**src/rtl/smi_pkg.sv**
```systemverilog
package smi_pkg;
    localparam int unsigned DEV_SRC = 14;
    localparam int unsigned IR_IDX  = 8;
    localparam int unsigned ADDR_W  = 5;

    localparam int unsigned A_STS_BASE  = 0;
    localparam int unsigned A_EN_BASE   = 8;
    localparam int unsigned A_POL_BASE  = 16;
    localparam int unsigned A_BOTH_BASE = 24;
    localparam int unsigned A_OUTCTL    = 31;

    typedef enum logic [0:0] {
        SMI_IDLE   = 1'b0,
        SMI_ACTIVE = 1'b1
    } smi_state_e;

    typedef struct packed {
        logic push_pull;
        logic act_high;
    } out_cfg_t;
endpackage

```
**src/rtl/smi_pin_event.sv**
```systemverilog
module smi_pin_event (
    input  logic clk,
    input  logic rst_n,
    input  logic pin_async,
    input  logic pol_inv,
    input  logic both_edge,
    input  logic clr_w1c,
    output logic sts_o
);
    logic sync1_q, sync2_q, prev_q;
    logic edge_hit;
    logic sts_q;

    always_ff @(posedge clk or negedge rst_n) begin
        if (!rst_n) begin
            sync1_q <= 1'b0;
            sync2_q <= 1'b0;
            prev_q  <= 1'b0;
        end else begin
            sync1_q <= pin_async;
            sync2_q <= sync1_q;
            prev_q  <= sync2_q;
        end
    end

    always_comb begin
        if (both_edge)
            edge_hit = sync2_q ^ prev_q;
        else if (pol_inv)
            edge_hit = prev_q & ~sync2_q;
        else
            edge_hit = sync2_q & ~prev_q;
    end

    always_ff @(posedge clk or negedge rst_n) begin
        if (!rst_n)
            sts_q <= 1'b0;
        else if (edge_hit)
            sts_q <= 1'b1;
        else if (clr_w1c)
            sts_q <= 1'b0;
    end

    assign sts_o = sts_q;

    AST_EDGE_WINS: assert property (@(posedge clk) disable iff (!rst_n)
        edge_hit |=> sts_q);
    AST_PIN_STICKY: assert property (@(posedge clk) disable iff (!rst_n)
        sts_q && !clr_w1c |=> sts_q);
endmodule

```
**src/rtl/smi_dev_status.sv**
```systemverilog
module smi_dev_status
    import smi_pkg::*;
(
    input  logic               clk,
    input  logic               rst_n,
    input  logic [DEV_SRC-1:0] dev_irq,
    input  logic               rd_sts2,
    output logic [DEV_SRC-1:0] dev_sts
);
    logic ir_q;

    always_ff @(posedge clk or negedge rst_n) begin
        if (!rst_n)
            ir_q <= 1'b0;
        else if (dev_irq[IR_IDX])
            ir_q <= 1'b1;
        else if (rd_sts2)
            ir_q <= 1'b0;
    end

    always_comb begin
        dev_sts         = dev_irq;
        dev_sts[IR_IDX] = ir_q;
    end

    AST_IR_RD_CLEAR: assert property (@(posedge clk) disable iff (!rst_n)
        rd_sts2 && !dev_irq[IR_IDX] |=> !ir_q);
    AST_IR_HOLD: assert property (@(posedge clk) disable iff (!rst_n)
        ir_q && !rd_sts2 |=> ir_q);
endmodule

```
**src/rtl/smi_regs.sv**
```systemverilog
module smi_regs
    import smi_pkg::*;
#(
    parameter int unsigned NUM_PIN_BYTES = 5,
    localparam int unsigned NUM_PINS = NUM_PIN_BYTES * 8
) (
    input  logic                clk,
    input  logic                rst_n,
    input  logic                wr_en,
    input  logic                rd_en,
    input  logic [ADDR_W-1:0]   addr,
    input  logic [7:0]          wdata,
    output logic [7:0]          rdata,
    input  logic [DEV_SRC-1:0]  dev_sts,
    input  logic [NUM_PINS-1:0] pin_sts,
    output logic [DEV_SRC-1:0]  dev_en,
    output logic [NUM_PINS-1:0] pin_en,
    output logic [NUM_PINS-1:0] pin_pol,
    output logic [NUM_PINS-1:0] pin_both,
    output logic [NUM_PINS-1:0] pin_clr,
    output logic                route_pin,
    output logic                route_ser,
    output out_cfg_t            out_cfg,
    output logic                rd_sts2
);
    localparam logic [ADDR_W-1:0] A_STS1 = ADDR_W'(A_STS_BASE);
    localparam logic [ADDR_W-1:0] A_STS2 = ADDR_W'(A_STS_BASE + 1);
    localparam logic [ADDR_W-1:0] A_EN1  = ADDR_W'(A_EN_BASE);
    localparam logic [ADDR_W-1:0] A_EN2  = ADDR_W'(A_EN_BASE + 1);
    localparam logic [ADDR_W-1:0] A_OCTL = ADDR_W'(A_OUTCTL);

    logic [7:0] en1_q, en2_q;
    logic [1:0] octl_q;
    logic [7:0] pen_q  [NUM_PIN_BYTES];
    logic [7:0] pol_q  [NUM_PIN_BYTES];
    logic [7:0] both_q [NUM_PIN_BYTES];

    always_ff @(posedge clk or negedge rst_n) begin
        if (!rst_n) begin
            en1_q  <= 8'h00;
            en2_q  <= 8'h00;
            octl_q <= 2'b00;
        end else if (wr_en) begin
            if (addr == A_EN1)  en1_q  <= wdata;
            if (addr == A_EN2)  en2_q  <= wdata;
            if (addr == A_OCTL) octl_q <= wdata[1:0];
        end
    end

    for (genvar b = 0; b < NUM_PIN_BYTES; b++) begin : g_byte
        localparam logic [ADDR_W-1:0] A_S = ADDR_W'(A_STS_BASE + 2 + b);
        localparam logic [ADDR_W-1:0] A_E = ADDR_W'(A_EN_BASE + 2 + b);
        localparam logic [ADDR_W-1:0] A_P = ADDR_W'(A_POL_BASE + b);
        localparam logic [ADDR_W-1:0] A_B = ADDR_W'(A_BOTH_BASE + b);

        always_ff @(posedge clk or negedge rst_n) begin
            if (!rst_n) begin
                pen_q[b]  <= 8'h00;
                pol_q[b]  <= 8'h00;
                both_q[b] <= 8'h00;
            end else if (wr_en) begin
                if (addr == A_E) pen_q[b]  <= wdata;
                if (addr == A_P) pol_q[b]  <= wdata;
                if (addr == A_B) both_q[b] <= wdata;
            end
        end

        assign pin_en[b*8 +: 8]   = pen_q[b];
        assign pin_pol[b*8 +: 8]  = pol_q[b];
        assign pin_both[b*8 +: 8] = both_q[b];
        assign pin_clr[b*8 +: 8]  = (wr_en && addr == A_S) ? wdata : 8'h00;
    end

    assign dev_en    = {en2_q[5:0], en1_q};
    assign route_pin = en2_q[7];
    assign route_ser = en2_q[6];
    assign out_cfg   = '{push_pull: octl_q[1], act_high: octl_q[0]};
    assign rd_sts2   = rd_en && (addr == A_STS2);

    always_comb begin
        rdata = 8'h00;
        if (addr == A_STS1) rdata = dev_sts[7:0];
        if (addr == A_STS2) rdata = {2'b00, dev_sts[DEV_SRC-1:8]};
        if (addr == A_EN1)  rdata = en1_q;
        if (addr == A_EN2)  rdata = en2_q;
        if (addr == A_OCTL) rdata = {6'b0, octl_q};
        for (int b = 0; b < NUM_PIN_BYTES; b++) begin
            if (addr == ADDR_W'(A_STS_BASE + 2 + b))  rdata = pin_sts[b*8 +: 8];
            if (addr == ADDR_W'(A_EN_BASE + 2 + b))   rdata = pen_q[b];
            if (addr == ADDR_W'(A_POL_BASE + b))      rdata = pol_q[b];
            if (addr == ADDR_W'(A_BOTH_BASE + b))     rdata = both_q[b];
        end
    end

    AST_STS1_LIVE: assert property (@(posedge clk) disable iff (!rst_n)
        addr == A_STS1 |-> rdata == dev_sts[7:0]);
endmodule

```
**src/rtl/smi_out_fsm.sv**
```systemverilog
module smi_out_fsm
    import smi_pkg::*;
(
    input  logic     clk,
    input  logic     rst_n,
    input  logic     group_req,
    input  logic     route_pin,
    input  logic     route_ser,
    input  out_cfg_t cfg,
    output logic     smi_o,
    output logic     smi_oe,
    output logic     serirq_req
);
    smi_state_e state_q, state_d;
    logic asserted;
    logic pin_act;

    always_comb begin
        state_d = state_q;
        unique case (state_q)
            SMI_IDLE:   if (group_req)  state_d = SMI_ACTIVE;
            SMI_ACTIVE: if (!group_req) state_d = SMI_IDLE;
        endcase
    end

    always_ff @(posedge clk or negedge rst_n) begin
        if (!rst_n)
            state_q <= SMI_IDLE;
        else
            state_q <= state_d;
    end

    always_comb begin
        asserted = 1'b0;
        unique case (state_q)
            SMI_IDLE:   asserted = 1'b0;
            SMI_ACTIVE: asserted = 1'b1;
        endcase
        pin_act    = asserted & route_pin;
        serirq_req = asserted & route_ser;
        if (cfg.push_pull) begin
            smi_oe = 1'b1;
            smi_o  = pin_act ? cfg.act_high : ~cfg.act_high;
        end else begin
            smi_oe = pin_act;
            smi_o  = cfg.act_high;
        end
    end

    AST_OD_NO_INACTIVE_DRIVE: assert property (@(posedge clk) disable iff (!rst_n)
        !cfg.push_pull && smi_oe |-> smi_o == cfg.act_high);
    AST_SER_FOLLOWS: assert property (@(posedge clk) disable iff (!rst_n)
        $past(group_req) && route_ser |-> serirq_req);
    AST_IDLE_QUIET: assert property (@(posedge clk) disable iff (!rst_n)
        !$past(group_req) |-> !serirq_req);
endmodule

```
**src/rtl/smi_aggregator.sv**
```systemverilog
module smi_aggregator
    import smi_pkg::*;
#(
    parameter int unsigned NUM_PIN_BYTES = 5,
    localparam int unsigned NUM_PINS = NUM_PIN_BYTES * 8
) (
    input  logic                clk,
    input  logic                rst_n,
    input  logic                reg_wr,
    input  logic                reg_rd,
    input  logic [4:0]          reg_addr,
    input  logic [7:0]          reg_wdata,
    output logic [7:0]          reg_rdata,
    input  logic [13:0]         dev_irq,
    input  logic [NUM_PINS-1:0] pin_in,
    output logic                smi_o,
    output logic                smi_oe,
    output logic                serirq_slot2_req
);
    logic [DEV_SRC-1:0]  dev_sts, dev_en;
    logic [NUM_PINS-1:0] pin_sts, pin_en, pin_pol, pin_both, pin_clr;
    logic                route_pin, route_ser, rd_sts2, group_req;
    out_cfg_t            out_cfg;

    smi_dev_status u_dev (
        .clk     (clk),
        .rst_n   (rst_n),
        .dev_irq (dev_irq),
        .rd_sts2 (rd_sts2),
        .dev_sts (dev_sts)
    );

    for (genvar p = 0; p < NUM_PINS; p++) begin : g_pin
        smi_pin_event u_pin (
            .clk       (clk),
            .rst_n     (rst_n),
            .pin_async (pin_in[p]),
            .pol_inv   (pin_pol[p]),
            .both_edge (pin_both[p]),
            .clr_w1c   (pin_clr[p]),
            .sts_o     (pin_sts[p])
        );
    end

    smi_regs #(.NUM_PIN_BYTES(NUM_PIN_BYTES)) u_regs (
        .clk       (clk),
        .rst_n     (rst_n),
        .wr_en     (reg_wr),
        .rd_en     (reg_rd),
        .addr      (reg_addr),
        .wdata     (reg_wdata),
        .rdata     (reg_rdata),
        .dev_sts   (dev_sts),
        .pin_sts   (pin_sts),
        .dev_en    (dev_en),
        .pin_en    (pin_en),
        .pin_pol   (pin_pol),
        .pin_both  (pin_both),
        .pin_clr   (pin_clr),
        .route_pin (route_pin),
        .route_ser (route_ser),
        .out_cfg   (out_cfg),
        .rd_sts2   (rd_sts2)
    );

    assign group_req = (|(dev_sts & dev_en)) | (|(pin_sts & pin_en));

    smi_out_fsm u_fsm (
        .clk        (clk),
        .rst_n      (rst_n),
        .group_req  (group_req),
        .route_pin  (route_pin),
        .route_ser  (route_ser),
        .cfg        (out_cfg),
        .smi_o      (smi_o),
        .smi_oe     (smi_oe),
        .serirq_req (serirq_slot2_req)
    );

    AST_DEV_WRITE_IGNORED: assert property (@(posedge clk) disable iff (!rst_n)
        reg_addr == 5'd0 |-> reg_rdata == dev_irq[7:0]);
endmodule

```
**config.mk**
```make
export PLATFORM = sky130hd
export DESIGN_NAME = smi_aggregator
export DESIGN_NICKNAME = d
export VERILOG_FILES = /design/src/rtl/smi_pkg.sv /design/src/rtl/smi_pin_event.sv /design/src/rtl/smi_dev_status.sv /design/src/rtl/smi_regs.sv /design/src/rtl/smi_out_fsm.sv /design/src/rtl/smi_aggregator.sv
export SDC_FILE = /design/constraint.sdc
export NUM_CORES = 1
export LEC_CHECK = 0
export ABC_AREA = 1
export BUFFER_PORTS_ARGS = -buffer_cell sky130_fd_sc_hd__buf_4
export CORE_UTILIZATION = 50
export DETAILED_ROUTE_END_ITERATION = 10
export PLACE_DENSITY = 0.67
export SYNTH_ARGS = -nofsm -noshare
export SYNTH_HDL_FRONTEND = slang
export SYNTH_HIERARCHICAL = 1
export SYNTH_SLANG_ARGS = --single-unit
```
**constraint.sdc**
```tcl
create_clock -name clk -period 3.1 [get_ports clk]
set_input_delay 0.62 -clock clk [delete_from_list [all_inputs] [get_ports clk]]
set_output_delay 0.62 -clock clk [all_outputs]
set_load 0.02 [all_outputs]
```
# --- After elaboration in Yosys (flattened, before gate mapping) ---
# Cells that the tools add are included.
word_totals:
  register_bits: 300
  in_bits: 71
  word_cells: 676
op_classes:
  eq_ne: 24
  muxes: 197
  bitwise: 207
  reduce_logical: 68
op_table:
  columns: ["cell", "count"]
  rows:
  - ["$mux 8", 30]
  - ["$mux 1", 166]
  - ["$and 1x1->1", 82]
  - ["$not 1->1", 82]
  - ["$reduce_bool 2->1", 41]
  - ["$eq 5x5->1 const B", 11]
  - ["$and 40x40->40", 1]
  - ["$reduce_or 40->1", 1]
  - ["$xor 1x1->1", 40]
  - ["$reduce_and 2->1", 18]
  - ["$eq 5x4->1 const B", 7]
  - ["$eq 5x3->1 const B", 3]
  - ["$and 14x14->14", 1]
  - ["$reduce_or 14->1", 1]
  - ["$eq 5x2->1 const B", 2]
  - ["$logic_and 1x1->1", 6]
  - ["$eq 5x1->1 const B", 1]
  - ["$logic_not 5->1", 1]
  - ["$pmux 1 s2", 1]
  - ["$or 1x1->1", 1]

# --- Logic depth before layout (Yosys ltp) ---
logic_depth:
  depth_word: 26
  ltp_mapped: 20
  ltp_nobuf: 20

# --- Modules after synthesis ---
# The synthesis kept the hierarchy.
modules_own_cells:
  columns: ["module", "n_inst", "cells_per_inst", "area_each_um2", "seq_area_each_um2"]
  rows:
  - ["smi_pin_event", 40, 22, 186.4, 100.1]
  - ["smi_regs", 1, 938, 6915.4, 3453.3]
  - ["smi_aggregator", 1, 116, 445.4, 0.0]
  - ["smi_dev_status", 1, 19, 145.1, 25.0]
  - ["smi_out_fsm", 1, 11, 66.3, 25.0]

# --- Worst setup path after synthesis ---
# OpenSTA, ideal clock, no wires.
synth_timing:
  path_kind: "in2out"
  start: "in reg_addr[4]"
  end: "out reg_rdata[3]"
  arrival_ps: 2240
  path_slack_ps: 240
  path_stages: 12
  n_path_buf: 2
  path_cell_list: "buf_2 -> inv_2 -> buf_2 -> nor3_4 -> inv_1 -> or2_2 -> nand2_1 -> nand3_1 -> nand2_1 -> nand4_1 -> nor2_1 -> nand3_1"
synth_between:
  elab_chain_cells: 26
  elab_cells_between_ends: 50
synth_rtl:
  columns: ["element", "line_no", "rtl"]
  rows:
  - ["start, declared", "smi_aggregator.sv:11", "input logic [4:0] reg_addr,"]
  - ["$logic_not 5->1", "smi_regs.sv:82", "if (addr == A_STS1) rdata = dev_sts[7:0];"]
  - ["$mux 8", "smi_regs.sv:82", null]
  - ["$mux 8", "smi_regs.sv:83", "if (addr == A_STS2) rdata = {2'b00, dev_sts[DEV_SRC-1:8]};"]
  - ["$mux 8", "smi_regs.sv:84", "if (addr == A_EN1) rdata = en1_q;"]
  - ["$mux 8", "smi_regs.sv:85", "if (addr == A_EN2) rdata = en2_q;"]
  - ["$mux 8", "smi_regs.sv:86", "if (addr == A_OCTL) rdata = {6'b0, octl_q};"]
  - ["$mux 8", "smi_regs.sv:88", "if (addr == ADDR_W'(A_STS_BASE + 2 + b)) rdata = pin_sts[b*8 +: 8];"]
  - ["$mux 8", "smi_regs.sv:89", "if (addr == ADDR_W'(A_EN_BASE + 2 + b)) rdata = pen_q[b];"]
  - ["[10 not listed]", null, null]
  - ["$mux 8", "smi_regs.sv:88", null]
  - ["$mux 8", "smi_regs.sv:89", null]
  - ["$mux 8", "smi_regs.sv:90", "if (addr == ADDR_W'(A_POL_BASE + b)) rdata = pol_q[b];"]
  - ["$mux 8", "smi_regs.sv:91", "if (addr == ADDR_W'(A_BOTH_BASE + b)) rdata = both_q[b];"]
  - ["$mux 8", "smi_regs.sv:88", null]
  - ["$mux 8", "smi_regs.sv:89", null]
  - ["$mux 8", "smi_regs.sv:90", null]
  - ["$mux 8 (*)", "smi_regs.sv:91", null]
  - ["end, declared", "smi_aggregator.sv:13", "output logic [7:0] reg_rdata,"]
# Every way passes the cells marked *; elsewhere a longest branch is shown, timed or not.

# --- Worst setup path after layout ---
layout_timing:
  start: "in reg_addr[1]"
  end: "out reg_rdata[5]"
# Same word-level chain as after synthesis.

==> results.md <==
Timing:
- For the final database, setup skew stands at 0.01005 ns.
- The relative max-transition margin is 0.4053.
- The number of pins exceeding their max-slew limit in the final report is 0.
- After routing, the total negative slack on setup checks comes to -0.8981 ns.
- The final critical-path setup slack is -0.2113 ns.
- The maximum frequency from static timing analysis is 302.0 MHz.
- Setup violations remaining at the end of the flow were counted as 8.
- Setup repair after global routing could not meet its margin everywhere.
- At the pin with the least slew margin, the transition time is 0.8911 ns.
- The part of the cycle the worst path needs is 1.068.
- The minimum clock period after layout is 3.311 ns.
- The number of hold-slack violations in the final timing report came to 0.

Layout:
- The final layout contains 2,259 nets.
- The final standard cell count with taps included and fillers excluded is 2,521.
- Of the cells placed in the final design, the portion with a size suffix greater than 1 is 0.1394.
- Relative to the synthesized area, the layout overhead comes to 19.06%.
- The count of inserted antenna diode cells is 0.
- In the final layout, flip-flops and latches occupy 7507 sq um.
- The area of combinational cells with multiple inputs is 5771 sq um.
- The filler cell count is 2,741.

Yosys:
- Yosys attributes the largest share of cell area to dfrtp_1 (50%), nand2_1 (17%), inv_1 (11%).
- In this run, synthesis inferred 0 flip-flops with an integrated enable.
- The portion of synthesized cell area occupied by the leading cell type is 0.4995.
- In this run, synthesis produced a sequential element count of 300.
- The most used flip-flop cell after synthesis is dfrtp_1.
- The number of standard cells after synthesis is 1,964.
- For this run, asynchronously set or reset flops after synthesis account for 1.000.
- The number of distinct standard cells referenced by the synthesized netlist is 29.
- For this run, the register share of the synthesized area comes to 0.4995.
- Synthesis produced a netlist with a net count of 2,115.
- Yosys printed 6 warnings.
- Averaged over all synthesized cells, the footprint is 7.652 sq um.
- After synthesis the cells add up to 15,030 sq um.
- The cell taking the most area after synthesis is dfrtp_1.

Floorplanning:
- In this run the horizontal extent of the chip is 175.4 microns.
- The placeable core region is 29,640 sq um.
- The die is 175.4 microns tall.
- The total die area is 30,760 sq um.
- The initial standard-cell utilization of the core is 0.5071.
- In this run the count of I/O pins placed on the die edge is 82.
- The floorplan has 63 rows.

Detailed routing:
- For this run, the detailed router's first-pass iteration total came to 6.
- The number of design-rule violations left by the first detailed-router iteration is 803.
- Summed over all layers, the routed wires come to 40,700 microns.
- After detailed routing, the number of vias per cell comes to 4.869.
- For this run, design rule violations remaining after detail routing come to 0.
- Once detail routing completed, the nets flagged for antenna violations numbered 0.
- After detailed routing, the average wire length per cell comes to 16.14 microns.
- The routed layout has 12,270 vias.

Setup path:
- The path type of the worst setup path is primary input to output pin.
- At the worst endpoint, the required time is 2.48 ns.
- The startpoint identified for the worst register-to-register timing path is g_pin[16].u_pin/sts_o$_DFFE_PN0P_.
- Counting cells, the worst reg-to-reg path comes to 8.
- The endpoint identified for the worst register-to-register timing path is u_fsm/state_q$_DFF_PN0_.
- The worst setup path is captured at an output pin.
- In this run the register-to-register setup slack is 1.81 ns.
- The worst endpoint data arrival time is 2.69 ns.
- The largest fanout of any net on the critical path is 6.
- The startpoint kind of the worst setup timing path is a primary input.

Place:
- Detailed placement finished with a half-perimeter wire length of 29,170 microns.
- The number of port buffers is 81.
- The placed cell count is 2,453.
- The congestion estimate from routability-driven global placement came to 0.9293.
- At the placement stage, the worst setup path has a slack of -0.3976 ns.

Clock network:
- The tree built by TritonCTS fans out to 300 sinks.
- The post-CTS clock slew at the launch and capture registers of the worst setup and hold paths is 0.06 ns.
- The clock passes through at most 3 buffers.
- Clock tree synthesis inserted a total of 35 buffers.
- The hold buffer count at CTS is 0.
- CTS placed an instance of clkbuf_16 at the clock tree root.
- The H-tree was split into 2 levels.
- TritonCTS built the clock tree.
- The clock insertion delay at the later pin of the skew report is 0.50 ns.

Power and ir drop:
- The leakage power figure is 9.710 nW.
- The overall power after layout is 10.08 mW.
- The cell area power density is 563.3 nW/um^2.
- IR analysis of the VDD net gives a maximum drop of 0.4393 mV.

GRT:
- The largest net degree at the start of global routing is 88.
- The first-pass GRT wire length is 64,430 microns.
- The number of antenna violations at the first check in global routing came to 0.
- The residual overflow from global routing is 0.
- In the global route stage, overall resource usage came out at 0.2716.
- The number of global-route vias before repair is 12,070.

Outcome:
- The final reports fail on setup timing.
- The run finished, with violations left.

Job:
- Max-cap violations in this run came to 0.

Hold path:
- The type of the tightest min-delay check is primary input to async pin.
-- cell usage in the layout (no fill, tap or decap) --
master	Yosys	final
a21oi_1	23	19
a21oi_2	0	4
and3_1	1	1
buf_12	0	8
buf_2	2	1
buf_4	14	138
buf_6	0	11
buf_8	0	2
clkbuf_1	36	9
clkbuf_16	0	35
clkbuf_8	0	9
clkinv_1	2	1
clkinv_2	0	6
dfrtp_1	300	300
ha_1	80	80
inv_1	438	435
inv_2	10	10
inv_4	0	3
inv_6	0	2
nand2_1	691	677
nand2_2	2	15
nand2_4	1	2
nand3_1	60	46
nand3_2	0	14
nand3b_1	1	1
nand4_1	36	36
nor2_1	86	75
nor2_2	5	10
nor2_4	1	7
nor2_8	1	1
nor3_1	3	2
nor3_2	2	3
nor3_4	2	2
o21ai_0	145	145
o21ai_1	3	2
o21ai_2	0	1
or2_0	4	3
or2_1	1	2
or2_2	13	13
-- area by class of cell --
cell class                 count  area share
tap                          390     0.02727
timing repair buffer         160     0.07572
clock inverter                 7    0.002377
clock buffer                  53     0.05775
multi-input combinational   1161      0.3225
inverter                     450     0.09488
sequential                   300      0.4195
-- flip-flops by register name, indices dropped and copies added, names as in the netlist, 40 cells and up --
register,flops
g_pin.u_pin/sts_o,40
g_pin.u_pin/sync2_q,40
u_regs/pin_en,40
g_pin.u_pin/sync1_q,40
u_regs/pin_pol,40
g_pin.u_pin/prev_q,40
u_regs/pin_both,40
-- through the flow --
| step | util | area [sq um] | hold WS [ns] |
|---|---|---|---|
| after floorplan | - | 15030 | 0.3244 |
| after global placement | 0.5571 | 16510 | 0.3328 |
| after detailed placement | 0.5571 | 16510 | 0.3347 |
| after CTS | 0.5995 | 17770 | 0.1703 |
| after global routing | 0.6038 | 17890 | 0.1988 |
| final | 0.6038 | 17890 | 0.1364 |
-- report_power, final --
part	leakage [nW]	switching (mW)	internal (mW)
combinational	5.61	0.850	0.576
clock	0.535	1.56	2.29
sequential	3.56	0.453	4.35
-- what timing repair did --
item,4_1_cts,5_1_grt
pin swaps,35,41
gates resized for setup,46,27
buffers inserted,3,4
setup endpoints to repair,8,8
cloned,0,1
-- worst max-delay path, stage by stage --
cell	delay [ns]
buf_6	0.11
nor2_4	0.14
nand2_4	0.09
nor2_8	0.11
inv_4	0.05
or2_0	0.19
o21ai_1	0.12
nand4_1	0.11
nor2_1	0.11
nand4_1	0.08
nand2_1	0.11
nand4_1	0.09
nand2_1	0.08
nand4_1	0.11
nor3_2	0.21
nand4_1	0.17
buf_4	0.20
-- metal layers --
metal	wire length [microns]	vias to the layer above	global-route usage
met5	0	-	0
li1	-	6099	-
met1	17470	5809	0.3425
met2	20320	275	0.4821
met3	1485	91	0.03203
met4	1421	0	0.09275
-- synthesized netlist by cell type, types with 2 or more instances --
cell	number
nand2_1	691
inv_1	438
dfrtp_1	300
o21ai_0	145
nor2_1	86
ha_1	80
nand3_1	60
clkbuf_1	36
nand4_1	36
a21oi_1	23
buf_4	14
or2_2	13
inv_2	10
nor2_2	5
or2_0	4
nor3_1	3
o21ai_1	3
buf_2	2
clkinv_1	2
nand2_2	2
nor3_2	2
nor3_4	2
-- logic make-up after synthesis --
kind of cell | Yosys count | share of synthesized area
and+or+nand+nor | 910 | 0.2477
buffers and inverters | 503 | 0.1293
DFF | 300 | 0.4995
AOI/OAI and AO/OA | 171 | 0.05694
adders and majority gates | 80 | 0.06660
-- worst max-delay path by stage --
stage | from | end | slack (ns)
6_report | reg_addr[1] | reg_rdata[5] | -0.21
5_1_grt | reg_addr[0] | reg_rdata[2] | -0.40
4_1_cts | reg_addr[0] | reg_rdata[3] | -0.22
3_5_place_dp | reg_addr[1] | reg_rdata[2] | -0.40
3_3_place_gp | reg_addr[1] | reg_rdata[2] | -0.37
2_1_floorplan | reg_addr[4] | reg_rdata[3] | 0.24
(Power assumes the default switching activity.)
